`src/rtl/rrs_pkg.sv`:
```
package rrs_pkg;

    typedef enum logic [2:0] {
        ST_IDLE,
        ST_SETUP,
        ST_WAIT,
        ST_CAPT,
        ST_FLOAT
    } rrs_state_e;

    // delay in picoseconds -> whole clock cycles, rounded up
    function automatic int unsigned rrs_cycles(input int unsigned dly_ps,
                                               input int unsigned clk_ps);
        return (dly_ps + clk_ps - 1) / clk_ps;
    endfunction

    function automatic int unsigned rrs_max3(input int unsigned a,
                                             input int unsigned b,
                                             input int unsigned c);
        int unsigned m;
        m = (a > b) ? a : b;
        return (m > c) ? m : c;
    endfunction

endpackage

```
`src/rtl/rrs_down_ctr.sv`:
```
module rrs_down_ctr #(
    parameter int unsigned W = 8
) (
    input  logic         clk,
    input  logic         rst_n,
    input  logic         ld,
    input  logic [W-1:0] ld_val,
    output logic [W-1:0] cnt
);

    logic [W-1:0] cnt_d, cnt_q;

    always_comb begin
        cnt_d = cnt_q;
        if (ld) begin
            cnt_d = ld_val;
        end else if (cnt_q != '0) begin
            cnt_d = cnt_q - 1'b1;
        end
    end

    always_ff @(posedge clk or negedge rst_n) begin
        if (!rst_n) cnt_q <= '0;
        else        cnt_q <= cnt_d;
    end

    assign cnt = cnt_q;

    AST_CTR_SATURATE: assert property (@(posedge clk) disable iff (!rst_n)
        (!$past(ld) && $past(cnt_q) == '0) |-> cnt_q == '0);

endmodule

```
`src/rtl/rrs_lane_merge.sv`:
```
module rrs_lane_merge #(
    parameter int unsigned DW = 16
) (
    input  logic          wide,
    input  logic [DW-2:0] d_lo,
    input  logic          lsb_in,
    output logic [DW-1:0] word
);

    localparam int unsigned HALF = DW / 2;

    always_comb begin
        if (wide) begin
            word = {lsb_in, d_lo};
        end else begin
            word = {{(DW-HALF){1'b0}}, d_lo[HALF-1:0]};
        end
    end

endmodule

```
`src/rtl/rom_rd_seq.sv`:
```
module rom_rd_seq
    import rrs_pkg::*;
#(
    parameter int unsigned CLK_PS    = 4000,
    parameter int unsigned T_AA_PS   = 100000,
    parameter int unsigned T_ACE_PS  = 100000,
    parameter int unsigned T_OE_PS   = 50000,
    parameter int unsigned T_RC_PS   = 100000,
    parameter int unsigned T_FLT_PS  = 40000,
    parameter int unsigned ROM_AW    = 21,
    parameter int unsigned DW        = 16
) (
    input  logic              clk,
    input  logic              rst_n,
    input  logic              req_valid,
    output logic              req_ready,
    input  logic [ROM_AW:0]   req_addr,
    input  logic              req_byte,
    output logic              rsp_valid,
    output logic [DW-1:0]     rsp_data,
    output logic              rom_ce_n,
    output logic              rom_oe_n,
    output logic              rom_word,
    output logic [ROM_AW-1:0] rom_addr,
    output logic              rom_lsb_out,
    output logic              rom_lsb_oe,
    input  logic [DW-2:0]     rom_d_in,
    input  logic              rom_lsb_in
);

    // ------------------------------------------------------------------
    // Derived timing, in cycles. ACC_CYC must be at least 3.
    // ------------------------------------------------------------------
    localparam int unsigned ACC_CYC = rrs_max3(rrs_cycles(T_AA_PS,  CLK_PS),
                                               rrs_cycles(T_ACE_PS, CLK_PS),
                                               rrs_cycles(T_OE_PS,  CLK_PS)) + 1;
    localparam int unsigned RC_CYC  = rrs_cycles(T_RC_PS, CLK_PS);
    localparam int unsigned FLT_RAW = rrs_cycles(T_FLT_PS, CLK_PS);
    localparam int unsigned FLT_CYC = (FLT_RAW == 0) ? 1 : FLT_RAW;
    localparam int unsigned CW      = $clog2(ACC_CYC + RC_CYC + FLT_CYC + 2);
    localparam int unsigned PINW    = ROM_AW + 5;

    typedef struct packed {
        rrs_state_e        st;
        logic              parked;
        logic [ROM_AW-1:0] pend_addr;
        logic              pend_lsb;
        logic              pend_byte;
        logic [ROM_AW-1:0] pin_addr;
        logic              pin_lsb;
        logic              pin_lsb_oe;
        logic              pin_ce_n;
        logic              pin_oe_n;
        logic              pin_word;
        logic              rsp_valid;
        logic [DW-1:0]     rsp_data;
    } seq_t;

    seq_t r_q, r_d;

    logic [CW-1:0] acc_cnt, rc_cnt, flt_cnt;
    logic          drive, flt_go;
    logic          guard_ok, accept;
    logic [DW-1:0] lane_word;

    logic [ROM_AW-1:0] src_addr;
    logic              src_lsb;
    logic              src_byte;

    // ------------------------------------------------------------------
    // Timing counters: access wait, address cycle guard, output float
    // ------------------------------------------------------------------
    rrs_down_ctr #(.W(CW)) u_acc_ctr (
        .clk    (clk),
        .rst_n  (rst_n),
        .ld     (drive),
        .ld_val (CW'(ACC_CYC)),
        .cnt    (acc_cnt)
    );

    rrs_down_ctr #(.W(CW)) u_rc_ctr (
        .clk    (clk),
        .rst_n  (rst_n),
        .ld     (drive),
        .ld_val (CW'(RC_CYC)),
        .cnt    (rc_cnt)
    );

    rrs_down_ctr #(.W(CW)) u_flt_ctr (
        .clk    (clk),
        .rst_n  (rst_n),
        .ld     (flt_go),
        .ld_val (CW'(FLT_CYC)),
        .cnt    (flt_cnt)
    );

    rrs_lane_merge #(.DW(DW)) u_lane (
        .wide   (r_q.pin_word),
        .d_lo   (rom_d_in),
        .lsb_in (rom_lsb_in),
        .word   (lane_word)
    );

    assign guard_ok = (rc_cnt <= CW'(1));
    assign accept   = (r_q.st == ST_IDLE) && guard_ok && req_valid;

    // ------------------------------------------------------------------
    // Next-state logic
    // ------------------------------------------------------------------
    always_comb begin
        r_d       = r_q;
        r_d.rsp_valid = 1'b0;
        drive     = 1'b0;
        flt_go    = 1'b0;

        if (r_q.st == ST_IDLE) begin
            src_addr = req_addr[ROM_AW:1];
            src_lsb  = req_addr[0];
            src_byte = req_byte;
        end else begin
            src_addr = r_q.pend_addr;
            src_lsb  = r_q.pend_lsb;
            src_byte = r_q.pend_byte;
        end

        case (r_q.st)
            ST_IDLE: begin
                if (accept) begin
                    r_d.pend_addr = req_addr[ROM_AW:1];
                    r_d.pend_lsb  = req_addr[0];
                    r_d.pend_byte = req_byte;
                    if (r_q.parked && (req_byte == r_q.pin_word)) begin
                        // width change: release ROM outputs first
                        flt_go         = 1'b1;
                        r_d.st         = ST_FLOAT;
                        r_d.parked     = 1'b0;
                        r_d.pin_ce_n   = 1'b1;
                        r_d.pin_oe_n   = 1'b1;
                        r_d.pin_lsb_oe = 1'b0;
                    end else begin
                        drive = 1'b1;
                    end
                end
            end
            ST_FLOAT: begin
                if (flt_cnt <= CW'(1)) begin
                    drive = 1'b1;
                end
            end
            ST_SETUP: begin
                r_d.st = ST_WAIT;
            end
            ST_WAIT: begin
                if (acc_cnt <= CW'(2)) begin
                    r_d.st = ST_CAPT;
                end
            end
            ST_CAPT: begin
                r_d.rsp_valid = 1'b1;
                r_d.rsp_data  = lane_word;
                r_d.parked    = 1'b1;
                r_d.st        = ST_IDLE;
            end
            default: begin
                r_d.st = ST_IDLE;
            end
        endcase

        if (drive) begin
            r_d.st         = ST_SETUP;
            r_d.pin_addr   = src_addr;
            r_d.pin_word   = !src_byte;
            r_d.pin_lsb    = src_byte ? src_lsb : 1'b0;
            r_d.pin_lsb_oe = src_byte;
            r_d.pin_ce_n   = 1'b0;
            r_d.pin_oe_n   = 1'b0;
        end
    end

    always_ff @(posedge clk or negedge rst_n) begin
        if (!rst_n) begin
            r_q            <= '0;
            r_q.st         <= ST_IDLE;
            r_q.pin_ce_n   <= 1'b1;
            r_q.pin_oe_n   <= 1'b1;
        end else begin
            r_q <= r_d;
        end
    end

    assign req_ready   = (r_q.st == ST_IDLE) && guard_ok;
    assign rsp_valid   = r_q.rsp_valid;
    assign rsp_data    = r_q.rsp_data;
    assign rom_ce_n    = r_q.pin_ce_n;
    assign rom_oe_n    = r_q.pin_oe_n;
    assign rom_word    = r_q.pin_word;
    assign rom_addr    = r_q.pin_addr;
    assign rom_lsb_out = r_q.pin_lsb;
    assign rom_lsb_oe  = r_q.pin_lsb_oe;

    // ------------------------------------------------------------------
    // Checking: independent age counters on the ROM pins
    // ------------------------------------------------------------------
    logic [PINW-1:0] pins_now, pins_nxt;
    logic [CW-1:0]   pin_age_q, addr_age_q, quiet_q;

    assign pins_now = {r_q.pin_addr, r_q.pin_lsb, r_q.pin_lsb_oe,
                       r_q.pin_ce_n, r_q.pin_oe_n, r_q.pin_word};
    assign pins_nxt = {r_d.pin_addr, r_d.pin_lsb, r_d.pin_lsb_oe,
                       r_d.pin_ce_n, r_d.pin_oe_n, r_d.pin_word};

    always_ff @(posedge clk or negedge rst_n) begin
        if (!rst_n) begin
            pin_age_q  <= CW'(ACC_CYC);
            addr_age_q <= CW'(RC_CYC);
            quiet_q    <= CW'(FLT_CYC);
        end else begin
            if (pins_nxt != pins_now)            pin_age_q <= '0;
            else if (pin_age_q < CW'(ACC_CYC))   pin_age_q <= pin_age_q + 1'b1;

            if ({r_d.pin_addr, r_d.pin_lsb} != {r_q.pin_addr, r_q.pin_lsb})
                addr_age_q <= '0;
            else if (addr_age_q < CW'(RC_CYC))
                addr_age_q <= addr_age_q + 1'b1;

            if (!rom_oe_n)                       quiet_q <= '0;
            else if (quiet_q < CW'(FLT_CYC))     quiet_q <= quiet_q + 1'b1;
        end
    end

    AST_ACCESS_WAIT: assert property (@(posedge clk) disable iff (!rst_n)
        rsp_valid |-> $past(pin_age_q) >= CW'(ACC_CYC - 1));

    AST_RSP_PULSE: assert property (@(posedge clk) disable iff (!rst_n)
        rsp_valid |=> !rsp_valid);

    AST_CYCLE_TIME: assert property (@(posedge clk) disable iff (!rst_n)
        !$stable({rom_addr, rom_lsb_out}) |-> $past(addr_age_q) >= CW'(RC_CYC - 1));

    AST_FLOAT_GAP: assert property (@(posedge clk) disable iff (!rst_n)
        $rose(rom_lsb_oe) |-> $past(quiet_q) >= CW'(FLT_CYC - 1));

    AST_NO_CONTENTION: assert property (@(posedge clk) disable iff (!rst_n)
        (rom_word && !rom_ce_n && !rom_oe_n) |-> !rom_lsb_oe);

    AST_CAPT_ENABLED: assert property (@(posedge clk) disable iff (!rst_n)
        rsp_valid |-> $past(!rom_ce_n && !rom_oe_n));

    AST_BYTE_UPPER_ZERO: assert property (@(posedge clk) disable iff (!rst_n)
        (rsp_valid && !$past(rom_word)) |-> rsp_data[DW-1:DW/2] == '0);

    AST_BUSY_NOT_READY: assert property (@(posedge clk) disable iff (!rst_n)
        (!rom_ce_n && !$stable(rom_addr)) |-> !req_ready);

endmodule

```
`config.mk`:
```
export PLATFORM = sky130hd
export DESIGN_NAME = rom_rd_seq
export DESIGN_NICKNAME = d
export VERILOG_FILES = /design/src/rtl/rrs_pkg.sv /design/src/rtl/rrs_down_ctr.sv /design/src/rtl/rrs_lane_merge.sv /design/src/rtl/rom_rd_seq.sv
export SDC_FILE = /design/constraint.sdc
export NUM_CORES = 1
export LEC_CHECK = 0
export BUFFER_PORTS_ARGS = -buffer_cell sky130_fd_sc_hd__buf_2
export CORE_MARGIN = 5
export CORE_UTILIZATION = 55
export DETAILED_ROUTE_END_ITERATION = 10
export PLACE_DENSITY_LB_ADDON = 0.25
export SKIP_CTS_REPAIR_TIMING = 1
export SYNTH_ARGS = -nofsm -noshare
export SYNTH_HDL_FRONTEND = slang
export SYNTH_SLANG_ARGS = --single-unit
```
`constraint.sdc`:
```
create_clock -name clk -period 4.2 [get_ports clk]
set_input_delay 0.84 -clock clk [delete_from_list [all_inputs] [get_ports clk]]
set_output_delay 0.84 -clock clk [all_outputs]
set_load 0.05 [all_outputs]
```
; ---- After elaboration in Yosys (flattened, before gate mapping)
; Cells that the tools add are included.
[classes]
n_eq_ne = 11
n_shift = 0
mul = 0
mux = 29
add_sub_neg = 3
div_mod_pow = 0
reduce_logical = 19
bitwise = 0
magnitude_cmp = 3
[op_table]
columns = op, n
row1 = $mux W6, 6
row2 = $mux W27, 1
row3 = $mux W21, 1
row4 = $reduce_bool A6 Y1, 3
row5 = $sub A6 B1 Y6 const B, 3
row6 = $mux W17, 1
row7 = $mux W16, 1
row8 = $mux W3, 5
row9 = $reduce_bool A2 Y1, 7
row10 = $le A6 B1 Y1 const B, 2
row11 = $pmux W3 S4, 1
row12 = $mux W1, 9
row13 = $mux W4, 2
row14 = $eq A3 B2 Y1 const B, 2
row15 = $le A6 B2 Y1 const B, 1
row16 = $ne A3 B3 Y1 const B, 2
row17 = $reduce_and A3 Y1, 2
row18 = $ne A2 B2 Y1 const B, 2
row19 = $pmux W1 S2, 2
row20 = $reduce_and A4 Y1, 1
row21 = $eq A3 B1 Y1 const B, 1
row22 = $eq A3 B3 Y1 const B, 1
row23 = $logic_and A1 B1 Y1, 3
row24 = $logic_not A3 Y1, 1
row25 = 5 further kinds, 5
[word_totals]
memories = 0
ff_bits = 88
elab_cells = 81
output_inout_bits = 44
rom_bits = 0
mem_bits_rw = 0
latch_bits = 0

; ---- Longest topological paths before layout
; Gate-level depths: netlist of run 1.
[depth]
ltp_word = 7
depth_mapped = 7
ltp_nobuf = 6

; ---- Hierarchy
; Synthesis of run 1 repeated with hierarchy kept, for this count alone.
[hier_totals]
cells_unflattened = 399
hier_area_um2 = 4586.9
[by_module_without_submodules]
columns = module, cells_each, n_inst, area_per_inst_um2
row1 = rom_rd_seq, 269, 1, 3324.4
row2 = rrs_down_ctr, 38, 3, 384.1
row3 = rrs_lane_merge, 16, 1, 110.1

; ---- Worst setup path before layout of run 1
; No wires, ideal clock.
[synth_timing]
path_type = register to output
startpoint = register r_q[69] in the netlist's numbering
endpoint = output req_ready
setup_slack_ps = 1911
path_buffers = 1
stages_incl_launch_ff = 4
arrival_time_ps = 1449
t_required_ps = 3360
path_cell_list = dfrtp_1 > nor3_4 > buf_2 > o211a_1
[synth_between]
elab_chain_len = 2
[synth_lines]
columns = element, line_no
row1 = "start, declared", rom_rd_seq.sv:59  ; seq_t r_q, r_d;
row2 = "start signal, assigned", rom_rd_seq.sv:187  ; r_q <= r_d;
row3 = $logic_not A3 Y1, rom_rd_seq.sv:191  ; assign req_ready = (r_q.st == ST_IDLE) && guard_ok;
row4 = $logic_and A1 B1 Y1, rom_rd_seq.sv:191
row5 = "end, declared", rom_rd_seq.sv:16  ; output logic req_ready,
; No other way between the ends.

; ---- Worst setup path after layout of run 1
; Ends and elaborated chain as after synthesis.

==> impl_results.md, run 1 <==
* Outcome: finished, final reports clean
* Pwr per Cell Area at 832 mW/mm²
* Sequential cell area fraction in the yosys report at 0.517
* DRC viols at 0
* Dominant cell type by area after synthesis: dfrtp_1
* CP Launch Point: r_q[69]
* Sequential Power Share at 0.385
* Worst hold stages at 2
* Final cycle utilization of the critical path at 0.643
* Min Tclk post-route at 2.70 ns
* Register-to-Register Path Depth at 4
* Slowest CP cell: nor3_4
* Die H at slightly below 100 µm
* Worst min-delay path class: flip-flop to flip-flop
* Initial antenna violation count at 0
* Final core utilization at 0.608
* Final setup violation count at 0
* Chip width at around 100 µm
* Max-slew violations at 0
* First-pass GRT wire length at 13,000 µm
* Req. time, crit path at ~3.4 ns
* #FFs+latches synth at 87
* Vias per cell at 5.14
* Worst EP arrival at 1.86 ns
* IO buf count at 85
* Hold Crit Start: rsp_data[2]
* CP cell instances: nor3_4 -> o211a_1 -> buf_2
* Total Routing Usage GR at 0.165
* Layout cells sized above 1 at 0.377
* Worst-margin pin slew at 0.876 ns
* Sw Share at 0.444
* Hold Vio Cnt, Final at 0
* Skew-Pair Late Insertion Delay at about 0.35 ns
* Startpoint types: flip-flop
* Total gr overflow at 0
* PnR worst setup slack at 1.50 ns
* Drt first-iter violations at 90
* Yosys warns at 0
* Comb pwr share at 0.466
* Synthesized area at 0.00421 mm²
* Number of global-route vias before repair at 2,802
* Int Pwr at 0.00214 W
* Setup TNS at 0 ns
* Placer Congestion at about 0.75
* DRT Pass-1 Iters at 4
* Synth cell types at 39
* Pre-CTS setup slack at 1.87 ns
* Inserted Diodes at 0
* Root Buffer: clkbuf_8
* Top_reg_cell synth: dfrtp_1
* H-tree depth at 3
* VDD IR max at 0.000391 V
* Sink Count at 87
* Clock share of power at 0.149
* Syn_area_per_cell at approximately 12 µm²
* Core ar. at 0.00761 mm²
* Crit Path Class: flip-flop to output pin
* Fin area at 0.00462 mm²
* Die ar. at approximately 0.0095 mm²
* Most instantiated cells after synthesis: dfrtp_1, nand2_1, mux2_2, buf_4, mux2_1
* Crit Path Max Fanout at 12
* DR vias at roughly 2,600
* Setup crit end kind: output pin
* Static Leak at approximately 2.3 nW
* Fmax achieved at approximately 370 MHz
* Top-count cell post-synth: dfrtp_1
* Initial core utilization at 0.553
* Worst-path clk slew at 0.08 ns
* Share of the synthesized area in the top cell type at 0.511
* Mapped Nets at ~400
* Cell Rows at 32
* Detailed placement HPWL at between 5000 and 6000 µm
* Layout area overhead at 9.84%
* Net switching power at 0.00171 W
* Num CTS Buffers at 9
* DR WL/cell at ~14 µm
* Max cap viols at 0
* CP max stage delay at approximately 0.55 ns
* Post-route ant nets at 0
* Worst r2r src: r_q[69]
* Io pins at 86
* Worst Skew at 0.0126 ns
* Post-layout net count at 456
* Pin count of the biggest net entering global routing at 67
* Post-Route WL at 7420 µm
* Post-synth EDFFs at 0
* Area contributors post-synth: dfrtp_1, mux2_2, buf_4
* CTS tree: built
* Cells after Synth at 356
* Asr flop ratio synth at 1.00
* Slew headroom at 0.414
* Area after DPL at about 0.0044 mm²
* CTS max path bufs at 2
* Final hold slack at about 0.47 ns
* RSZ-0062 raised after global routing: no
[power groups by stage]
stage	registers (W)	clock network, W	logic, W
floorplan	0.00149	0	0.00163
global placement	0.00148	0	0.00177
detailed placement	0.00150	0	0.00181
CTS	0.00149	0.000591	0.00182
global route	0.00154	0.000626	0.00195
finish	0.00148	0.000571	0.00179
[state kept, by name, indices dropped and copies added, names as in the netlist]
| name | count |
|---|---|
| r_q | 27 |
| rom_addr | 21 |
| rsp_data | 16 |
| u_acc_ctr.cnt | 6 |
| u_flt_ctr.cnt | 6 |
| u_rc_ctr.cnt | 6 |
| rom_ce_n | 1 |
| rom_lsb_oe | 1 |
| rom_lsb_out | 1 |
| rom_word | 1 |
| rsp_valid | 1 |
[worst max-delay path: cells and delay by family (launching register included)]
family	cells	cell delay, ns
compound gates	1	0.25
buf+inv	1	0.26
flops	1	0.45
simple gates	1	0.55
[layout by cell type, fill, tap and decap left out, drive strengths merged, types with 7 or more instances in the layout]
cell and instances:
inv 7, mux2 68, nand2 51, dfrtp 86, nor2 16, xnor2 8, o21ai 15, buf 88
ha 8, clkbuf 9
[area by class of cell]
class	count	area, µm²
Fill cell	652	2980
Timing Repair Buffer	88	450
Clock buffer	9	124
Sequential cell	87	2180
Clock inverter	7	73.8
Inverter	8	30.0
Multi-Input combinational cell	212	1640
Tap cell	102	128
[worst paths after layout]
kind | to | slack [ns]
max | req_ready | 1.50
max reg2reg | rom_addr[1] | 1.89
min in group asynchronous | rsp_data[15] | 0.58
max in group asynchronous | u_rc_ctr.cnt[0] | 2.82
min | rsp_data[2] | 0.47
min reg2reg | rsp_data[2] | 0.47
[layer usage]
layer,vias to the layer above,wire length [µm],track usage
met4,0,79,0.0543
met3,8,517,0.0581
met2,74,3430,0.269
li1,1277,-,-
met5,-,0,0
met1,1277,3400,0.205
[cells by family (layout without fill, tap and decap cells)]
kind of cell | count (synthesis) | in the layout | share of synthesized area
buffers and inverters | 57 | 112 | 0.0930
AO/OA/AOI/OAI | 37 | 37 | 0.0609
adder cells (fa/ha/maj) | 8 | 8 | 0.0238
XOR/XNOR | 10 | 10 | 0.0208
flip-flops | 87 | 87 | 0.517
multiplexers | 72 | 72 | 0.191
AND/OR/NAND/NOR | 85 | 85 | 0.0927
[stage by stage]
| step | power [W] | std cells |
|---|---|---|
| floorplan | 0.00312 | 356 |
| global placement | 0.00324 | 497 |
| detailed placement | 0.00331 | 497 |
| CTS | 0.00390 | 513 |
| global route | 0.00412 | 513 |
| finish | 0.00385 | 513 |
No activity file was read; power rests on OpenSTA's default activity.
==> run 2: changes to the inputs <==
Settings changed: CORE_UTILIZATION 55 to 50.
Clock period 4.2 ns to 2.25 ns, I/O delays scaled along.
==> run 2 against run 1 <==
Effect of this change:
- global-route usage is 0.79 points lower
- sequential power is 85% higher
- largest cell class unchanged
- worst setup slack got worse by 1.4 ns
- clock skew down 0.0049 ns
- first-iteration DRC count up 12%
- non-clock buffer count up 9
- count of clock-buffer cells in the layout grew 2
- critical path type unchanged
- highest routed layer is now met5
==> impl_results.md, run 2 (synthesis gave the netlist of run 1 again) <==
* Outcome: finished, final reports clean
* DRC viols at 0
* Worst EP arrival at between 1.5 and 2 ns
* Io pins at 86
* Startpoint types: flip-flop
* Pin count of the biggest net entering global routing at 63
* Req. time, crit path at between 1.5 and 2 ns
* Layout cells sized above 1 at 0.388
* Register-to-Register Path Depth at 6
* First-pass GRT wire length at around 13,000 µm
* Total gr overflow at 0
* Worst min-delay path class: input port to flip-flop
* Die ar. at 0.0104 mm²
* CTS tree: built
* Sw Share at 0.443
* Worst-path clk slew at around 0.080 ns
* Max cap viols at 0
* H-tree depth at 3
* Top reg by flops: r_q
* Inserted Diodes at 0
* Worst Skew at between 0.007 and 0.008 ns
* Worst hold stages at 3
* Fillers at 672
* Detailed placement HPWL at 5320 µm
* Final core utilization at 0.571
* Min Tclk post-route at 2.15 ns
* Static Leak at 2.35 nW
* Clock share of power at 0.136
* Setup crit end kind: output pin
* DR WL/cell at 14.3 µm
* Most common cell after layout, fill and taps aside: dfrtp_1
* Final setup violation count at 0
* Sink Count at 87
* Num CTS Buffers at 9
* Core ar. at slightly above 0.008 mm²
* Vias per cell at around 5.1
* VDD IR max at 0.000875 V
* Sequential Power Share at 0.383
* Final cycle utilization of the critical path at 0.954
* Int Pwr at 0.00399 W
* DR vias at about 2,700
* Design Power at 0.00715 W
* Pwr per Cell Area at 1520 mW/mm²
* Number of global-route vias before repair at 2,723
* Total Routing Usage GR at 0.157
* Drt first-iter violations at 101
* Die H at 102 µm
* Worst-margin pin slew at 0.679 ns
* IO buf count at 85
* Layout area overhead at 11.5%
* Number of flip-flops in the largest register at 27
* Post-route ant nets at 0
* Initial core utilization at 0.512
* Root Buffer: clkbuf_8
* Net switching power at 0.00317 W
* Slew headroom at 0.546
* Crit Path Max Fanout at 12
* CTS max path bufs at 2
* Crit Path Class: flip-flop to output pin
* Hold Vio Cnt, Final at 0
* Post-layout net count at 465
* Chip width at 102 µm
* Post-Route WL at 7500 µm
* Skew-Pair Late Insertion Delay at around 0.35 ns
* Final hold slack at 0.294 ns
* Comb pwr share at 0.481
* DRT Pass-1 Iters at 4
* Fmax achieved at 466 MHz
* Max-slew violations at 0
* Initial antenna violation count at 1
* Commonest non-fill, non-tap cells in the layout: dfrtp_1, buf_2, nand2_1, mux2_2, mux2_1
* Cell Rows at 33
* Placer Congestion at 0.777
-- run 2: cell type report --
type,count,area (µm²),share of cell area
clock buffer,11,141,0.0301
clock inverter,5,33.8,0.00719
inverter,8,30.0,0.00639
multi-input combinational,212,1640,0.349
sequential,87,2180,0.464
tap,105,131,0.0280
timing repair buffer,97,539,0.115
-- run 2: final timing paths --
check / startpoint / end / slack, ns
min in group asynchronous: rst_n / rsp_data[13] / 0.54
max in group asynchronous: rst_n / u_rc_ctr.cnt[3] / 1.06
worst min register to register: rsp_data[4] / rsp_data[4] / 0.47
worst max-delay path: r_q[67] / req_ready / 0.10
worst min-delay path: rom_d_in[4] / rsp_data[4] / 0.29
worst max register to register: u_rc_ctr.cnt[0] / u_acc_ctr.cnt[1] / 0.16
-- run 2: worst max-delay path, cell delays in order, from the launching register on --
cell and delay [ns]:
dfrtp_1 0.46, nor3_4 0.27, buf_6 0.20, o211a_1 0.20, buf_4 0.20
-- run 2: per-stage QoR --
stage           TNS [ns]  std cells  setup WS, ns  instance area, µm²
2_1_floorplan          0        356         0.242                4210
3_3_place_gp           0        508         0.266                4500
3_5_place_dp           0        508         0.172                4500
4_1_cts          -0.0198        524       -0.0198                4680
5_1_grt        -0.000515        525     -0.000515                4700
6_report               0        525         0.104                4700
-- run 2: power by group through the flow --
stage          Combinational, W  Sequential (W)  Clock, W
2_1_floorplan           0.00304         0.00278         0
3_3_place_gp            0.00341         0.00273         0
3_5_place_dp            0.00346         0.00276         0
4_1_cts                 0.00347         0.00274   0.00101
5_1_grt                 0.00374         0.00285   0.00108
6_report                0.00344         0.00274  0.000974
-- run 2: layer usage --
layer / track usage / vias up / wire length (µm)
met5: 0 / - / 11
met4: 0.0542 / 2 / 81
met3: 0.0448 / 8 / 495
li1: - / 1297 / -
met1: 0.207 / 1293 / 3470
met2: 0.251 / 67 / 3440
